## src/rtl/tsob_pkg.sv

```systemverilog
package tsob_pkg;
  typedef enum logic [1:0] {
    OP_LOAD   = 2'b00,
    OP_STORE  = 2'b01,
    OP_FENCE  = 2'b10,
    OP_FENCE2 = 2'b11
  } op_e;
endpackage

```

## src/rtl/tsob_queue.sv

```systemverilog
module tsob_queue #(
  parameter int AW    = 8,
  parameter int DW    = 32,
  parameter int DEPTH = 4
) (
  input  logic          clk,
  input  logic          rst_n,
  input  logic          push,
  input  logic [AW-1:0] push_addr,
  input  logic [DW-1:0] push_data,
  input  logic          pop,
  output logic [AW-1:0] head_addr,
  output logic [DW-1:0] head_data,
  output logic          empty,
  output logic          full,
  input  logic [AW-1:0] look_addr,
  output logic          hit,
  output logic [DW-1:0] hit_data
);
  localparam int PW = (DEPTH > 1) ? $clog2(DEPTH) : 1;
  localparam int CW = $clog2(DEPTH + 1);

  logic [AW-1:0] slot_addr [DEPTH];
  logic [DW-1:0] slot_data [DEPTH];
  logic [PW-1:0] head, tail;
  logic [CW-1:0] count;
  logic [DEPTH-1:0] match;

  function automatic logic [PW-1:0] step(input logic [PW-1:0] p);
    return (p == PW'(DEPTH - 1)) ? '0 : p + PW'(1);
  endfunction

  assign empty     = (count == '0);
  assign full      = (count == CW'(DEPTH));
  assign head_addr = slot_addr[head];
  assign head_data = slot_data[head];

  always_ff @(posedge clk) begin
    if (!rst_n) begin
      head  <= '0;
      tail  <= '0;
      count <= '0;
    end else begin
      if (push) tail <= step(tail);
      if (pop)  head <= step(head);
      case ({push, pop})
        2'b10:   count <= count + CW'(1);
        2'b01:   count <= count - CW'(1);
        default: count <= count;
      endcase
    end
  end

  always_ff @(posedge clk) begin
    if (push) begin
      slot_addr[tail] <= push_addr;
      slot_data[tail] <= push_data;
    end
  end

  // per-slot occupancy and address compare
  for (genvar i = 0; i < DEPTH; i++) begin : g_slot
    logic [PW:0] age;
    assign age = (PW+1)'((i + DEPTH - int'(head)) % DEPTH);
    assign match[i] = ({{(CW > PW+1 ? CW-PW-1 : 0){1'b0}}, age} < count) &&
                      (slot_addr[i] == look_addr);
  end

  // walk oldest to youngest so the last hit found is the youngest
  always_comb begin
    hit      = 1'b0;
    hit_data = '0;
    for (int k = 0; k < DEPTH; k++) begin
      if (match[(int'(head) + k) % DEPTH]) begin
        hit      = 1'b1;
        hit_data = slot_data[(int'(head) + k) % DEPTH];
      end
    end
  end

  p_no_overflow_r3: assert property (@(posedge clk) disable iff (!rst_n)
    push |-> !full);
  p_no_underflow_r2: assert property (@(posedge clk) disable iff (!rst_n)
    pop |-> !empty);
  p_hit_needs_entry_r4: assert property (@(posedge clk) disable iff (!rst_n)
    hit |-> !empty);
endmodule

```

## src/rtl/tsob_port.sv

```systemverilog
module tsob_port #(
  parameter int AW = 8,
  parameter int DW = 32
) (
  input  logic          clk,
  input  logic          rst_n,
  input  logic          ld_req,
  input  logic [AW-1:0] ld_addr,
  input  logic          q_empty,
  input  logic [AW-1:0] head_addr,
  input  logic [DW-1:0] head_data,
  input  logic          mem_ready,
  output logic          mem_valid,
  output logic          mem_we,
  output logic [AW-1:0] mem_addr,
  output logic [DW-1:0] mem_wdata,
  output logic          ld_grant,
  output logic          drain_pop
);
  logic drain_req;

  // a waiting load owns the port; stores drain only when it is idle
  assign drain_req = !q_empty && !ld_req;
  assign mem_valid = ld_req || drain_req;
  assign mem_we    = drain_req;
  assign mem_addr  = ld_req ? ld_addr : head_addr;
  assign mem_wdata = head_data;
  assign ld_grant  = ld_req && mem_ready;
  assign drain_pop = drain_req && mem_ready;

  p_load_first_r5: assert property (@(posedge clk) disable iff (!rst_n)
    (ld_req && !q_empty) |-> (mem_valid && !mem_we));
  p_write_has_data_r2: assert property (@(posedge clk) disable iff (!rst_n)
    (mem_valid && mem_we) |-> !q_empty);
  p_grant_gates_load_r8: assert property (@(posedge clk) disable iff (!rst_n)
    (ld_req && !mem_ready) |-> !ld_grant);
endmodule

```

## src/rtl/tsob_resp.sv

```systemverilog
module tsob_resp #(
  parameter int DW = 32
) (
  input  logic          clk,
  input  logic          rst_n,
  input  logic          fire,
  input  logic [DW-1:0] data_in,
  output logic          rsp_valid,
  output logic [DW-1:0] rsp_rdata
);
  always_ff @(posedge clk) begin
    if (!rst_n) begin
      rsp_valid <= 1'b0;
      rsp_rdata <= '0;
    end else begin
      rsp_valid <= fire;
      if (fire) rsp_rdata <= data_in;
    end
  end
endmodule

```

## src/rtl/tso_store_buffer.sv

```systemverilog
module tso_store_buffer
  import tsob_pkg::*;
#(
  parameter int AW    = 8,
  parameter int DW    = 32,
  parameter int DEPTH = 4
) (
  input  logic          clk,
  input  logic          rst_n,
  input  logic          req_valid,
  output logic          req_ready,
  input  logic [1:0]    req_op,
  input  logic [AW-1:0] req_addr,
  input  logic [DW-1:0] req_wdata,
  output logic          rsp_valid,
  output logic [DW-1:0] rsp_rdata,
  output logic          mem_valid,
  input  logic          mem_ready,
  output logic          mem_we,
  output logic [AW-1:0] mem_addr,
  output logic [DW-1:0] mem_wdata,
  input  logic [DW-1:0] mem_rdata
);
  op_e           op;
  logic          is_ld, is_st, is_fc;
  logic          q_empty, q_full, hit, ld_mem, ld_grant, drain_pop;
  logic          accept, push;
  logic [AW-1:0] head_addr;
  logic [DW-1:0] head_data, hit_data, rsp_data;

  assign op    = op_e'(req_op);
  assign is_ld = (op == OP_LOAD);
  assign is_st = (op == OP_STORE);
  assign is_fc = (op == OP_FENCE) || (op == OP_FENCE2);

  assign ld_mem = req_valid && is_ld && !hit;

  always_comb begin
    if (is_ld)      req_ready = hit || ld_grant;
    else if (is_st) req_ready = !q_full;
    else            req_ready = q_empty;
  end

  assign accept   = req_valid && req_ready;
  assign push     = accept && is_st;
  assign rsp_data = !is_ld ? '0 : (hit ? hit_data : mem_rdata);

  tsob_queue #(.AW(AW), .DW(DW), .DEPTH(DEPTH)) u_queue (
    .clk       (clk),
    .rst_n     (rst_n),
    .push      (push),
    .push_addr (req_addr),
    .push_data (req_wdata),
    .pop       (drain_pop),
    .head_addr (head_addr),
    .head_data (head_data),
    .empty     (q_empty),
    .full      (q_full),
    .look_addr (req_addr),
    .hit       (hit),
    .hit_data  (hit_data)
  );

  tsob_port #(.AW(AW), .DW(DW)) u_port (
    .clk       (clk),
    .rst_n     (rst_n),
    .ld_req    (ld_mem),
    .ld_addr   (req_addr),
    .q_empty   (q_empty),
    .head_addr (head_addr),
    .head_data (head_data),
    .mem_ready (mem_ready),
    .mem_valid (mem_valid),
    .mem_we    (mem_we),
    .mem_addr  (mem_addr),
    .mem_wdata (mem_wdata),
    .ld_grant  (ld_grant),
    .drain_pop (drain_pop)
  );

  tsob_resp #(.DW(DW)) u_resp (
    .clk       (clk),
    .rst_n     (rst_n),
    .fire      (accept && !is_st),
    .data_in   (rsp_data),
    .rsp_valid (rsp_valid),
    .rsp_rdata (rsp_rdata)
  );

  p_fence_waits_r6: assert property (@(posedge clk) disable iff (!rst_n)
    (accept && is_fc) |-> q_empty);
  p_hit_no_read_r4: assert property (@(posedge clk) disable iff (!rst_n)
    (req_valid && is_ld && hit) |-> !(mem_valid && !mem_we));
  p_full_refuses_r3: assert property (@(posedge clk) disable iff (!rst_n)
    (q_full && req_valid && is_st) |-> !req_ready);
  p_store_silent_r2: assert property (@(posedge clk) disable iff (!rst_n)
    push |=> !rsp_valid);
endmodule

```

## config.mk

```make
export PLATFORM = sky130hd
export DESIGN_NAME = tso_store_buffer
export DESIGN_NICKNAME = d
export VERILOG_FILES = /design/src/rtl/tsob_pkg.sv /design/src/rtl/tsob_queue.sv /design/src/rtl/tsob_port.sv /design/src/rtl/tsob_resp.sv /design/src/rtl/tso_store_buffer.sv
export SDC_FILE = /design/constraint.sdc
export NUM_CORES = 1
export LEC_CHECK = 0
export BUFFER_PORTS_ARGS = -buffer_cell sky130_fd_sc_hd__buf_2
export CORE_AREA = 3 3 191 193
export CTS_CLUSTER_DIAMETER = 100
export DETAILED_ROUTE_END_ITERATION = 8
export DIE_AREA = 0 0 194 196
export PLACE_DENSITY_LB_ADDON = 0.05
export SETUP_SLACK_MARGIN = 0.3
export SYNTH_ARGS = -nofsm -noshare
export SYNTH_HDL_FRONTEND = slang
export SYNTH_HIERARCHICAL = 1
export SYNTH_SLANG_ARGS = --single-unit
```

## constraint.sdc

```tcl
create_clock -name clk -period 10.9 [get_ports clk]
set_input_delay 2.18 -clock clk [delete_from_list [all_inputs] [get_ports clk]]
set_output_delay 2.18 -clock clk [all_outputs]
set_load 0.02 [all_outputs]
```

; Yosys cells after proc, flatten, opt, wreduce, memory -nomap -nowiden
; Memories as Yosys holds them, arrays and structs flattened. A register that Yosys moved wholly into a read port is not among the register bits.
; Cells that the tools add are included.
[op_classes]
add_sub_neg = 11
mul = 0
n_div = 0
magnitude_cmp = 8
n_eq_ne = 10
n_shift = 0
n_mux = 35
bitwise = 7
reduce_logical = 29
[op_table]
columns = operator, n
row1 = two-way mux 32 bit, 6
row2 = equality test 8 bit, 4
row3 = two-way mux 2 bit, 8
row4 = "subtractor 3 x 2 -> 4 bit, first input constant", 4
row5 = two-way mux 1 bit, 15
row6 = OR reduction 2 bit, 7
row7 = logical AND 1 bit, 12
row8 = less-than comparator 3 bit, 4
row9 = "less-than comparator 3 x 4 -> 1 bit, second input constant", 3
row10 = binary-select mux 1 bit (select 2 bit), 4
row11 = two-way mux 8 bit, 1
row12 = "adder 2 x 1 -> 2 bit, second input constant", 3
row13 = "equality test 2 bit, second input constant", 3
row14 = case mux 3 bit (2 select lines), 1
row15 = zero test 1 bit, 5
row16 = "adder 2 bit, second input constant", 2
row17 = AND 1 bit, 4
row18 = "equality test 2 x 1 -> 1 bit, second input constant", 2
row19 = "adder 3 x 1 -> 3 bit, second input constant", 1
row20 = "AND 1 bit, first input constant", 3
row21 = "equality test 3 bit, second input constant", 1
row22 = zero test 3 bit, 1
row23 = "less-than comparator 2 x 3 -> 1 bit, second input constant", 1
row24 = "subtractor 3 x 1 -> 3 bit, second input constant", 1
row25 = 3 further kinds, 4
[totals]
register_bits = 40
latchBits = 0
ramBits = 160
romBits = 0
inputBits = 78
elab_cells = 107
memories = 2
[mem_list]
columns = name, words, word_bits, rd, rd_ports_with_merged_regs, wr, line
row1 = u_queue.slot_data, 4, 32, 5, 2, 1, tsob_queue.sv:24  ; logic [DW-1:0] slot_data [DEPTH];
row2 = u_queue.slot_addr, 4, 8, 5, 1, 1, tsob_queue.sv:23  ; logic [AW-1:0] slot_addr [DEPTH];

; Depth between registers and ports, before layout
; Gate-level depths: netlist of the first run.
[logic_depth]
word_depth = 20
mapped_depth = 20
depth_no_buf = 14

; Modules after synthesis
; The synthesis of the first run kept the hierarchy.
[modules_own_cells]
columns = mod, n_inst, cells_each, area_per_inst_um2
row1 = tsob_queue, 1, 738, 9932.0
row2 = tsob_resp, 1, 105, 1270.0
row3 = tso_store_buffer, 1, 82, 578.1
row4 = tsob_port, 1, 45, 387.9

; Least setup slack after synthesis of the first run
; No wires, ideal clock.
[synth_timing]
path_kind = input to output
startpoint = input req_addr[6]
endpoint = output req_ready
arrival_time_ps = 3973
required_time_ps = 8720
slack_ps = 4747
cell_stages = 11
path_buffers = 3
path_cell_list = xor2_1 nor4_1 o211ai_1 nand4_1 buf_4 buf_6 nor3b_1 buf_6 and2_1 o31ai_1 nand2_1
[synth_between]
elab_chain_len = 13
word_cells_on_any_way = 28
classes_between = 4 x eq/ne / 16 x mux / 8 x reduce/logical
[synth_rtl]
columns = item, line
row1 = from (decl), tso_store_buffer.sv:13  ; input logic [AW-1:0] req_addr,
row2 = equality test 8 bit, tsob_queue.sv:66  ; (slot_addr[i] == look_addr);
row3 = logical AND 1 bit, tsob_queue.sv:65  ; assign match[i] = ({{(CW > PW+1 ? CW-PW-1 : 0){1'b0}}, age} < count) &&
row4 = binary-select mux 1 bit (select 2 bit), tsob_queue.sv:74  ; if (match[(int'(head) + k) % DEPTH]) begin
row5 = two-way mux 1 bit (not written as such), tsob_queue.sv:74
row6 = two-way mux 1 bit (3 in series), tsob_queue.sv:74
row7 = two-way mux 1 bit *, tsob_queue.sv:74
row8 = via hit, tso_store_buffer.sv:26  ; logic q_empty, q_full, hit, ld_mem, ld_grant, drain_pop;
row9 = zero test 1 bit *, tso_store_buffer.sv:36  ; assign ld_mem = req_valid && is_ld && !hit;
row10 = logical AND 1 bit *, tso_store_buffer.sv:36
row11 = via ld_mem, tso_store_buffer.sv:26
row12 = logical AND 1 bit *, tsob_port.sv:28  ; assign ld_grant = ld_req && mem_ready;
row13 = via ld_grant, tso_store_buffer.sv:26
row14 = logical OR 1 bit *, tso_store_buffer.sv:39  ; if (is_ld) req_ready = hit || ld_grant;
row15 = two-way mux 1 bit *, tso_store_buffer.sv:39
row16 = to (decl), tso_store_buffer.sv:11  ; output logic req_ready,
; The timed path passes the listed nets; every way through them passes the cells marked *. The select of a mux whose other input is x is not followed.

; Final worst setup path of the first run
[layout_timing]
startpoint = input req_addr[7]
endpoint = output req_ready
[layout_between]
elab_chain_len = 13
word_cells_on_any_way = 28
classes_between = 4 x eq/ne / 16 x mux / 8 x reduce/logical
[layout_rtl]
columns = item, line
row1 = equality test 8 bit, tsob_queue.sv:66
row2 = logical AND 1 bit, tsob_queue.sv:65
row3 = binary-select mux 1 bit (select 2 bit), tsob_queue.sv:74
row4 = two-way mux 1 bit (not written as such), tsob_queue.sv:74
row5 = two-way mux 1 bit (3 in series), tsob_queue.sv:74
row6 = two-way mux 1 bit *, tsob_queue.sv:74
row7 = via hit, tso_store_buffer.sv:26
row8 = zero test 1 bit, tso_store_buffer.sv:36
row9 = logical AND 1 bit, tso_store_buffer.sv:36
row10 = logical AND 1 bit, tsob_port.sv:28
row11 = logical OR 1 bit *, tso_store_buffer.sv:39
row12 = two-way mux 1 bit *, tso_store_buffer.sv:39
; Marks and branches as above.

==> results.txt, run 1 <==
The flow ran to the end, and the final reports show no timing, DRC or antenna violations. The clock input transition at the sequential cells of the worst setup and hold paths is 60 ps. The number of warnings printed during yosys synthesis came out at 6. Counting every sink on the clock net gives 202.

From bottom edge to top edge, the die measures 196 µm. The final number of hold-violating endpoints is 0. The post-synthesis cell type with the largest combined area is edfxtp_1. The area of the mapped netlist is 12170 µm². The maximum clock path buffer count came out at 3. Summing all placed instances gives a cell area of 12960 µm².

The total of flip-flops plus latches after synthesis came out at 202. Per report_power, the clock group accounts for 37.3% of the total. The share of flip-flops with an asynchronous set or reset came out at 0%. Setup repair after global routing left no endpoint under its margin.

The post-cts repair resize count is 0. In the final routed layout, each cell accounts on average for 23.62 µm. In the final layout, the share of cells above drive strength 1 is 31.72%. The portion of total power attributed to sequential cells came out at 40.2%.

The area share of the leading cell type in the synthesized netlist is 39.49%. The maximum frequency from static timing analysis is 150.3 MHz. The count of port buffers added during placement came out at 153. The switching part of the total power came out at 28.99%. The number of antenna violations at the first check in global routing came out at 2. In this run the clock root is driven by a clkbuf_16. The remaining max-slew budget at the tightest pin is 31.88%. The via count of the first global-routing pass is 8624.

The cts-stage hold buffer count is 0. After synthesis, the most frequently instantiated cells are 160 x edfxtp_1, 99 x mux2i_1, 73 x mux4_2. The internal power contribution is 1.560 mW. Global routing consumed, over all layers together, 18.74% of the routing resources. After floorplanning, the core was divided into 68 placement rows. The primary flip-flop cell chosen by synthesis mapping is edfxtp_1. The layout-stage area growth over the synthesis result came out at 13.06%. The largest net degree at the start of global routing came out at 70.

After global routing the overflow that remains totals 0. edfxtp_1 is the most common cell in the netlist. The setup path with the least slack is of type in2out. The number of nets in the final layout is 1144. The count of final max-slew check failures came out at 0. The post-route clock skew is 11.57 ps. The routed design could run at a clock period as short as 6654 ps.

The number of H-tree levels is 1. Dividing the synthesized area by the synthesized cell count gives 12.54 µm². The post-CTS setup repair buffer count is 0. At the worst endpoint, the required time is 8720 ps. The global placer's final weighted congestion is 0.7333.

The analysis attributes to cell leakage a power of 4.674 nW. 0 antenna diodes ended up in the layout. Detailed routing inserted a total of 8320 vias. The worst hold margin is 509.7 ps.

The final period utilization came out at 61.05%. The layout filler cell count is 3365. The first-iteration detailed-routing DRC count is 604. The finished cells cover 13760 µm². The die extent in x is 194 µm. STA classifies the critical path startpoint as a primary input. The synthesized instance count came out at 970. The cell area power density is 159.6 nW/µm². The first global-routing pass estimated 55.23 mm of wire. The number of nets with antenna violations after detailed routing is 0. In this run, synthesis inferred 160 flip-flops with an integrated enable.

The final-report setup violation count came out at 0. The clock buffer count from CTS came out at 25. The initial core utilization came out at 35.05%. Combinational cells account for 22.5% of the total power. Setup total negative slack on the finished layout was measured at 0 ps. The power dissipated by switching net loads is 636.5 µW. The worst-margin pin slew came out at 1008 ps.

For this block, the routed nets add up to 36.07 mm of wire. The later pin in the worst-skew pair is clocked with a latency of 530 ps. In this run the worst path has a maximum fanout of 34. TritonCTS built the clock tree. The die covers 38020 µm². The detailed placement HPWL is 21.80 mm. Across the VDD grid, the largest voltage drop is 0.0001028 V. The vias per cell is 5.449.

Sorting the synthesized cells by area gives the leading types as edfxtp_1 39%, mux4_2 14%, mux2i_1 8.1%, dfxtp_1 6.9%, mux2_2 3.2%. After detailed routing, the number of remaining DRC violations is 0. The count of unique library cells instantiated by Yosys came out at 46.

STA classifies the critical path endpoint as an output pin. The worst hold-check path type is reg2reg. The net count after synthesis is 1059. The number of ports placed on the die boundary came out at 154. The critical path data arrival time came out at 4470 ps. Before antenna repair, the detailed router went through 5 iterations.

Across the run, the number of max-cap violations was 0. Of the synthesized area, sequential elements account for 46.40%. The area of the placeable core came out at 34710 µm².
## metrics by stage
| step | instances | util (%) | setup WS (ps) | power, mW |
|---|---|---|---|---|
| finish | 1527 | 39.63 | 4246 | 2.196 |
| global placement | 1483 | 37.34 | 4285 | 1.399 |
| global route | 1527 | 39.63 | 4050 | 2.309 |
| floorplan | 970 | - | 4747 | 1.272 |
| detailed placement | 1483 | 37.34 | 4188 | 1.399 |
| CTS | 1527 | 39.63 | 4164 | 2.231 |
## power by group through the flow
| stage | clock network [mW] | registers [mW] | logic, mW |
|---|---|---|---|
| 5_1_grt | 0.877 | 0.888 | 0.544 |
| 6_report | 0.820 | 0.882 | 0.494 |
| 3_5_place_dp | 0 | 0.900 | 0.499 |
| 4_1_cts | 0.847 | 0.884 | 0.501 |
| 2_1_floorplan | 0 | 0.873 | 0.398 |
| 3_3_place_gp | 0 | 0.900 | 0.498 |
## worst max-delay path, stage by stage
cell and delay (ps):
buf_2 170, xor2_1 170, nor4_1 410, o211ai_1 310, nand4_1 230, buf_4 570, o31ai_1 170, nand2_1 90
buf_2 160
## layer usage
layer	vias up	GRT usage, %	part of all wire (%)
met5	-	0	0.11
met4	4	3.564	1.8
li1	3885	-	-
met3	44	2.937	4.5
met1	4185	26.05	46
met2	202	31.44	48
## state kept, by name (all words and copies together), names as in the netlist, named ones only
signal	flops
u_queue/slot_addr	32
u_queue/slot_data	128
u_resp/rsp_valid	1
u_queue/count	3
u_queue/head	2
u_resp/rsp_rdata	32
u_queue/tail	2
## area by class of cell
type | instances | area, µm² | share of cell area (%)
Multi-Input combinational cell | 646 | 5806 | 42.20
Sequential cell | 202 | 5655 | 41.11
Timing Repair Buffer | 170 | 893.4 | 6.494
Clock buffer | 39 | 698.2 | 5.075
Tap cell | 455 | 569.3 | 4.138
Clock inverter | 5 | 97.59 | 0.7094
Inverter | 10 | 37.54 | 0.2729
## worst paths after layout
| kind | start | slack [ps] | cells past startpoint | endpoint |
|---|---|---|---|---|
| max reg2reg | u_queue/head[1] | 6110 | 14 | u_resp/rsp_rdata[7] |
| min | u_resp/rsp_rdata[3] | 510 | 2 | u_resp/rsp_rdata[3] |
| min reg2reg | u_resp/rsp_rdata[3] | 510 | 2 | u_resp/rsp_rdata[3] |
| max | req_addr[7] | 4250 | 9 | req_ready |
## cell families (layout without fill, tap and decap cells)
| kind of cell | after synthesis | in the layout | share of synthesized area [%] |
|---|---|---|---|
| fa+ha+maj | 11 | 11 | 1.193 |
| buf+inv | 122 | 224 | 6.262 |
| xor+xnor | 34 | 34 | 2.447 |
| mux | 216 | 216 | 26.07 |
| compound gates | 182 | 182 | 9.183 |
| simple gates | 203 | 203 | 8.452 |
| flops | 202 | 202 | 46.40 |
## placed cells by master (no fill, tap or decap), types with 5 or more instances in the layout
| cell type | instances |
|---|---|
| a21oi_1 | 37 |
| a311oi_1 | 31 |
| and2_2 | 5 |
| and3_1 | 33 |
| buf_2 | 153 |
| buf_4 | 17 |
| clkbuf_1 | 12 |
| clkbuf_16 | 25 |
| dfxtp_1 | 38 |
| edfxtp_1 | 160 |
| ha_1 | 9 |
| inv_1 | 8 |
| mux2_2 | 35 |
| mux2_4 | 8 |
| mux2i_1 | 99 |
| mux4_2 | 73 |
| nand2_1 | 37 |
| nor2_1 | 70 |
| nor2b_1 | 35 |
| o211ai_1 | 5 |
| o21ai_0 | 54 |
| o21ai_1 | 14 |
| o22ai_1 | 31 |
| xor2_1 | 33 |
Power figures use the tool's default switching activity.
==> run 2, diff against run 1 <==
clock period = 6.85 ns   (was 10.9 ns; I/O delays follow)
==> results.txt, run 2 (synthesis results as in run 1) <==
The largest registers in the layout are u_queue/slot_data (128), u_queue/slot_addr (32), u_resp/rsp_rdata (32). The layout-stage area growth over the synthesis result is 12.88%. The total length of routed met2 wires came out at 17.30 mm.

In this run the remaining antenna-violating nets after routing total 0. For this design, the slowest cell found on the critical path is dfxtp_4. Across all layers, the routed design uses 8383 vias. Setup violations remaining at the end of the flow were counted as 0. The final setup TNS is 0 ps. The largest driver fanout on the critical path came out at 33. Setup repair after global routing left no endpoint under its margin.

The vias per cell is 5.479. After detailed routing, the wire length on met1 is 16.49 mm. The detailed router finished its first iteration with 481 violations. STA puts the critical path data required time at 5480 ps. The root buffer cell is clkbuf_16. The flow ran to the end, and the final reports show no timing, DRC or antenna violations. The class of the most critical setup path is reg2out.

The share of final-layout standard cells stronger than drive strength 1 came out at 32.68%. Counting the fill cells in the layout gives 3363. The first global-routing pass estimated 54.50 mm of wire. In the global route stage, overall resource usage came out at 18.48%.

The largest register by flop count is u_queue/slot_data. The clock tree from TritonCTS is yes. The worst register-to-register path ends at u_resp/rsp_rdata[5]. The overflow left after global routing is 0. The clock buffer count from CTS came out at 25. Leaving out fill and tap cells, the most frequent cell in the layout is edfxtp_1.

The final layout contains 1144 nets. IR analysis of the VDD net gives a maximum drop of 0.0002087 V. The cell area power density came out at 249.9 nW/µm².

The detailed router used layers up to and including met5. The number of cells on the worst reg-to-reg path is 13. Across the routed clock network, the largest skew measured is 11.30 ps. The leakage power of the design is 4.680 nW.

The clock sink count came out at 202. The floorplan has 68 rows. The vertical die dimension is 196 µm.

In this run the number of H-tree levels came out at 1. The final number of hold-violating endpoints was 0. After clock tree synthesis, the clock-pin slew on the worst setup and hold paths is 60 ps.

The final period utilization is 77.88%. The global placer's final weighted congestion is 0.7462. The remaining routing DRC violations is 0. The number of flip-flops in the largest register came out at 128.

The routed wire length on met3 came out at 1.872 mm. The number of antenna violations at the first check in global routing came out at 2. The final critical-path required period is 5335 ps. In this run the tightest slew margin relative to its limit is 36.05%. Traced cell by cell, the critical path runs through ha_2 > inv_2 > ha_1 > a21oi_1 > o211ai_1 > nand4_1 > nor3b_2 > buf_4 > mux2_4 > buf_2. The initial core utilization came out at 35.05%.

The tightest min-delay check is of the reg2reg type. The total routed wirelength came out at 36.29 mm. The critical path data arrival time came out at 3970 ps. Leaving out fill and tap cells, the most frequent cells in the layout are 160 x edfxtp_1, 153 x buf_2, 99 x mux2i_1. The cts-stage hold buffer count came out at 0.

The worst register-to-register path begins at u_queue/head[0]. The final core utilization is 39.57%. The floorplan die area is 38020 µm². Once placement finished, the instance area stood at 12960 µm². The area of the placeable core is 34710 µm². The post-cts repair resize count came out at 0.

The critical path ends at mem_addr[3]. Across all register-to-register paths, the minimum setup slack is 2220 ps. The final routed wire length divided by cell count is 23.72 µm. The wire-length estimate of the detail-placed layout is 22.46 mm. The via count of the first global-routing pass came to 8443. Before antenna repair, the detailed router went through 5 iterations. The count of port buffers added during placement is 153. The startpoint type of the worst setup path is a flip-flop. The worst-margin pin slew came out at 959.2 ps.

The largest net degree at the start of global routing is 64. The delay of the slowest cell on the worst path is 680 ps. The type of destination of the critical path is an output pin. The count of final max-slew check failures came to 0. Post-CTS timing repair inserted 0 buffers for setup. The clock latency on the worst-skew pair came out at 530 ps. The critical path starts at u_queue/head[0]. The maximum frequency from static timing analysis came out at 187.4 MHz.

The finished cells cover 13740 µm². The number of max-cap violations came out at 0. The die extent in x is 194 µm.

The number of ports placed on the die boundary is 154. The maximum clock path buffer count is 3.
==> run 2: metrics by stage <==
step | setup slack [ps] | total power [mW] | cells | hold WS (ps)
after floorplan | 2317 | 2.023 | 970 | 527.7
after global placement | 1890 | 2.227 | 1483 | 492.3
after detailed placement | 1851 | 2.228 | 1483 | 505.6
after CTS | 1427 | 3.487 | 1529 | 522.2
after global routing | 1246 | 3.604 | 1529 | 547.1
final | 1515 | 3.432 | 1530 | 516.1
==> run 2: worst min path at each step <==
stage | from | endpoint | slack [ps] | cells after the start
floorplan | u_queue/tail[1] | u_queue/tail[1] | 530 | 2
global placement | u_resp/rsp_rdata[1] | u_resp/rsp_rdata[1] | 490 | 2
detailed placement | u_resp/rsp_rdata[12] | u_resp/rsp_rdata[12] | 510 | 2
CTS | u_resp/rsp_rdata[7] | u_resp/rsp_rdata[7] | 520 | 2
global route | u_resp/rsp_rdata[29] | u_resp/rsp_rdata[29] | 550 | 2
finish | u_resp/rsp_rdata[27] | u_resp/rsp_rdata[27] | 520 | 2
==> run 2: per-layer routing <==
| metal | global-route usage [%] | up-vias |
|---|---|---|
| met5 | 0 | - |
| met4 | 3.617 | 4 |
| met3 | 2.645 | 39 |
| met2 | 30.82 | 248 |
| met1 | 25.98 | 4194 |
| li1 | - | 3898 |
==> run 2: cell type report <==
class / instances / area, µm² / share of cell area (%)
timing repair buffer: 170 / 893.4 / 6.504
tap: 455 / 569.3 / 4.145
clock buffer: 27 / 643.1 / 4.682
sequential: 202 / 5655 / 41.17
clock inverter: 19 / 128.9 / 0.9382
antenna: 1 / 2.502 / 0.01822
inverter: 10 / 37.54 / 0.2733
multi-input combinational: 646 / 5806 / 42.27
==> run 2: power breakdown <==
group	total [mW]	internal [mW]	switching (mW)
combinational	0.786	0.329	0.456
clock	1.24	0.716	0.525
sequential	1.41	1.35	0.0591
total	3.43	2.39	1.04
==> run 2: critical path, delay by kind of cell (launching register included) <==
kind / cells / cell delay (ps)
flops: 1 / 680
fa+ha+maj: 2 / 940
buf+inv: 3 / 520
simple gates: 2 / 640
mux: 1 / 310
compound gates: 2 / 330
==> run 3, diff against run 2 <==
clock period = 4.76 ns   (was 6.85 ns; I/O delays follow)
==> results.txt, run 3 (synthesis results as in run 1) <==
Clock-pin slew was measured on the worst setup and hold paths at 60 ps. The count of final max-slew check failures is 0. The number of core rows came out at 68.

The worst setup path is captured at an output pin. The commonest non-fill, non-tap cell in the layout is edfxtp_1. The min-delay analysis places its worst path in the category reg2reg. The number of antenna violations at the first check in global routing is 3. The maximum clock path buffer count came out at 3. In this run, the number of DRC markers left after iteration 0 of detailed routing was 498. The maximum frequency from static timing analysis is 238.8 MHz. The post-route clock skew is 20.06 ps. The clock buffer count from CTS came out at 26.

The total via count in the routed design is 8381. The floorplan die area is 38020 µm². The worst hold path begins at u_resp/rsp_rdata[28]. The count of buffers added on input and output ports is 153.

Entering global routing, the biggest net connects 71 pins. The global-route wire length before repair is 55.42 mm. The final critical-path required period came out at 4188 ps. The run finished with clean final reports. The share of final-layout standard cells stronger than drive strength 1 is 33.24%. Including well taps, the total number of placed cells is 1493. The remaining routing DRC violations is 0. The number of cells on the worst reg-to-reg path is 14. The number of max-cap violations came out at 0. The final setup TNS is 0 ps. The number of flip-flops in the largest register is 128.

Power spread over the standard cell area amounts to 374.9 nW/µm². Setup violations remaining at the end of the flow were counted as 0. The clock sink count came out at 202. In this run the remaining antenna-violating nets after routing total 0. Among all stages on the critical path, the largest delay is contributed by dfxtp_4. The global placer's final weighted congestion came out at 0.7336. The required time of the critical path came out at 3810 ps. The overflow left after global routing is 0.

The final number of hold-violating endpoints came out at 0. The cts-stage hold buffer count came out at 0. Leaving out fill and tap cells, the most frequent cells in the layout are 160 x edfxtp_1, 153 x buf_2, 99 x mux2i_1. Clock latency on the worst-skew pair, taken at its later pin, is 540 ps.

The clock tree from TritonCTS is yes. The final routed wire length divided by cell count is 23.32 µm. The number of nets in the final layout is 1158. The root buffer cell is clkbuf_16. By startpoint and endpoint, the worst setup path is classified as reg2out. The final critical-path setup slack came out at 572.5 ps. The family of cells with the greatest summed delay on the critical path is adder cells. For this design the static power due to leakage is 4.818 nW.

The flop-to-flop setup slack came out at 780 ps. The vertical die dimension came out at 196 µm. Power comes to 5.260 mW. The critical path goes through ha_2 > ha_1 > a21oi_1 > o211ai_1 > nand4_1 > nor3b_4 > buf_4 > mux2_4 > buf_2. For this run, the detailed router's first-pass iteration total came to 5. The instance area after placement is 13070 µm². In this run the critical register-to-register path is launched from u_queue/head[0]. Of the available clock period, the critical path in the final layout requires 87.97%. The capturing point of the worst reg2reg path is u_resp/rsp_rdata[4]. The largest driver fanout on the critical path is 14. The number of buffer and inverter stages on the critical path came out at 2. The detailed placement HPWL came out at 22.62 mm.

The worst hold path passes through 2 cells. The area growth from synthesis to layout is 15.29%. STA classifies the critical path startpoint as a flip-flop.

The area of the placeable core came out at 34710 µm². The layout filler cell count is 3358. The remaining max-slew budget at the tightest pin came out at 14.43%. Setup repair after global routing left no endpoint under its margin. The worst slack at placement is 597.9 ps.

In this run the count of I/O pins placed on the die edge is 154. The all-layer global routing usage is 18.73%. The area of all placed cells without fillers is 14030 µm². On the worst path, the slowest cell contributes a delay of 460 ps. The via count of the first global-routing pass is 8811. The number of H-tree levels is 1. The hold path endpoint is u_resp/rsp_rdata[28]. The final standard cell count with taps included and fillers excluded is 1544. The critical path data arrival time is 3240 ps. The initial core utilization came out at 35.05%. IR analysis of the VDD net gives a maximum drop of 0.0002646 V. The die extent in x came out at 194 µm. The worst-margin pin slew is 1279 ps. The vias per cell came out at 5.428.

The largest register by flop count is u_queue/slot_data. The total routed wirelength came out at 36.00 mm. The largest registers in the layout are u_queue/slot_data (128), u_queue/slot_addr (32), u_resp/rsp_rdata (32). The antenna diode instance count is 0.
## run 3: changes by cell type in the layout (fill, tap and decap cells not counted), sizes merged
cell    previous run  this run
buf              170       183
clkinv            16         6
clkbuf            27        36
bufinv             1         5
diode              1         0
inv               11        10
## run 3: worst reg2reg max path, stage by stage, from the launching register on
cell	delay [ps]
dfxtp_4	410
ha_2	380
inv_2	40
ha_1	260
a21oi_1	70
o2111ai_1	320
o21ai_0	230
o21ai_4	1010
buf_4	400
o21ai_0	120
o22ai_1	240
mux2i_1	120
nor2_1	120
mux2i_1	80
nor2b_1	110
## run 3: layout make-up
type | count | area, µm² | share of cell area (%)
multi-input cells | 646 | 5812 | 41.43
flip-flops and latches | 202 | 5655 | 40.31
repair buffers | 183 | 1028 | 7.331
clock buffers | 36 | 740.7 | 5.280
well taps | 455 | 569.3 | 4.058
clock inverters | 12 | 185.2 | 1.320
inverters | 10 | 37.54 | 0.2676
## run 3: metal layers
| layer | up-vias | share of wire (%) | GRT usage (%) |
|---|---|---|---|
| li1 | 3915 | - | - |
| met1 | 4225 | 45 | 25.40 |
| met2 | 194 | 49 | 32.05 |
| met3 | 43 | 4.1 | 3.005 |
| met4 | 4 | 1.9 | 3.777 |
| met5 | - | 0.094 | 0 |
## run 3: through the flow
stage	util (%)	hold slack (ps)
2_1_floorplan	-	527.7
3_3_place_gp	37.66	493.6
3_5_place_dp	37.66	502.2
4_1_cts	40.35	517.0
5_1_grt	40.41	535.9
6_report	40.41	510.5
## run 3: worst max path at each step
stage | slack, ps | cells past startpoint | to | from
3_5_place_dp | 600 | 13 | u_resp/rsp_rdata[4] | req_addr[6]
4_1_cts | 310 | 9 | mem_addr[3] | u_queue/head[1]
2_1_floorplan | 620 | 19 | u_queue/count[2] | u_queue/head[0]
6_report | 570 | 9 | mem_addr[3] | u_queue/head[0]
3_3_place_gp | 630 | 13 | u_resp/rsp_rdata[8] | req_addr[1]
5_1_grt | 360 | 9 | mem_addr[2] | u_queue/head[0]
## run 3: timing repair
item | CTS | global route
endpoints found under the setup margin | 6 | 7
pin swaps | 0 | 2
setup buffers | 0 | 3
resized for setup | 1 | 0
## run 3: report_power, final
group / internal, mW / switching, mW / total [mW]
Sequential: 1.94 / 0.0610 / 2.00
Clock: 1.35 / 0.740 / 2.09
Combinational: 0.485 / 0.684 / 1.17
Total: 3.77 / 1.49 / 5.26
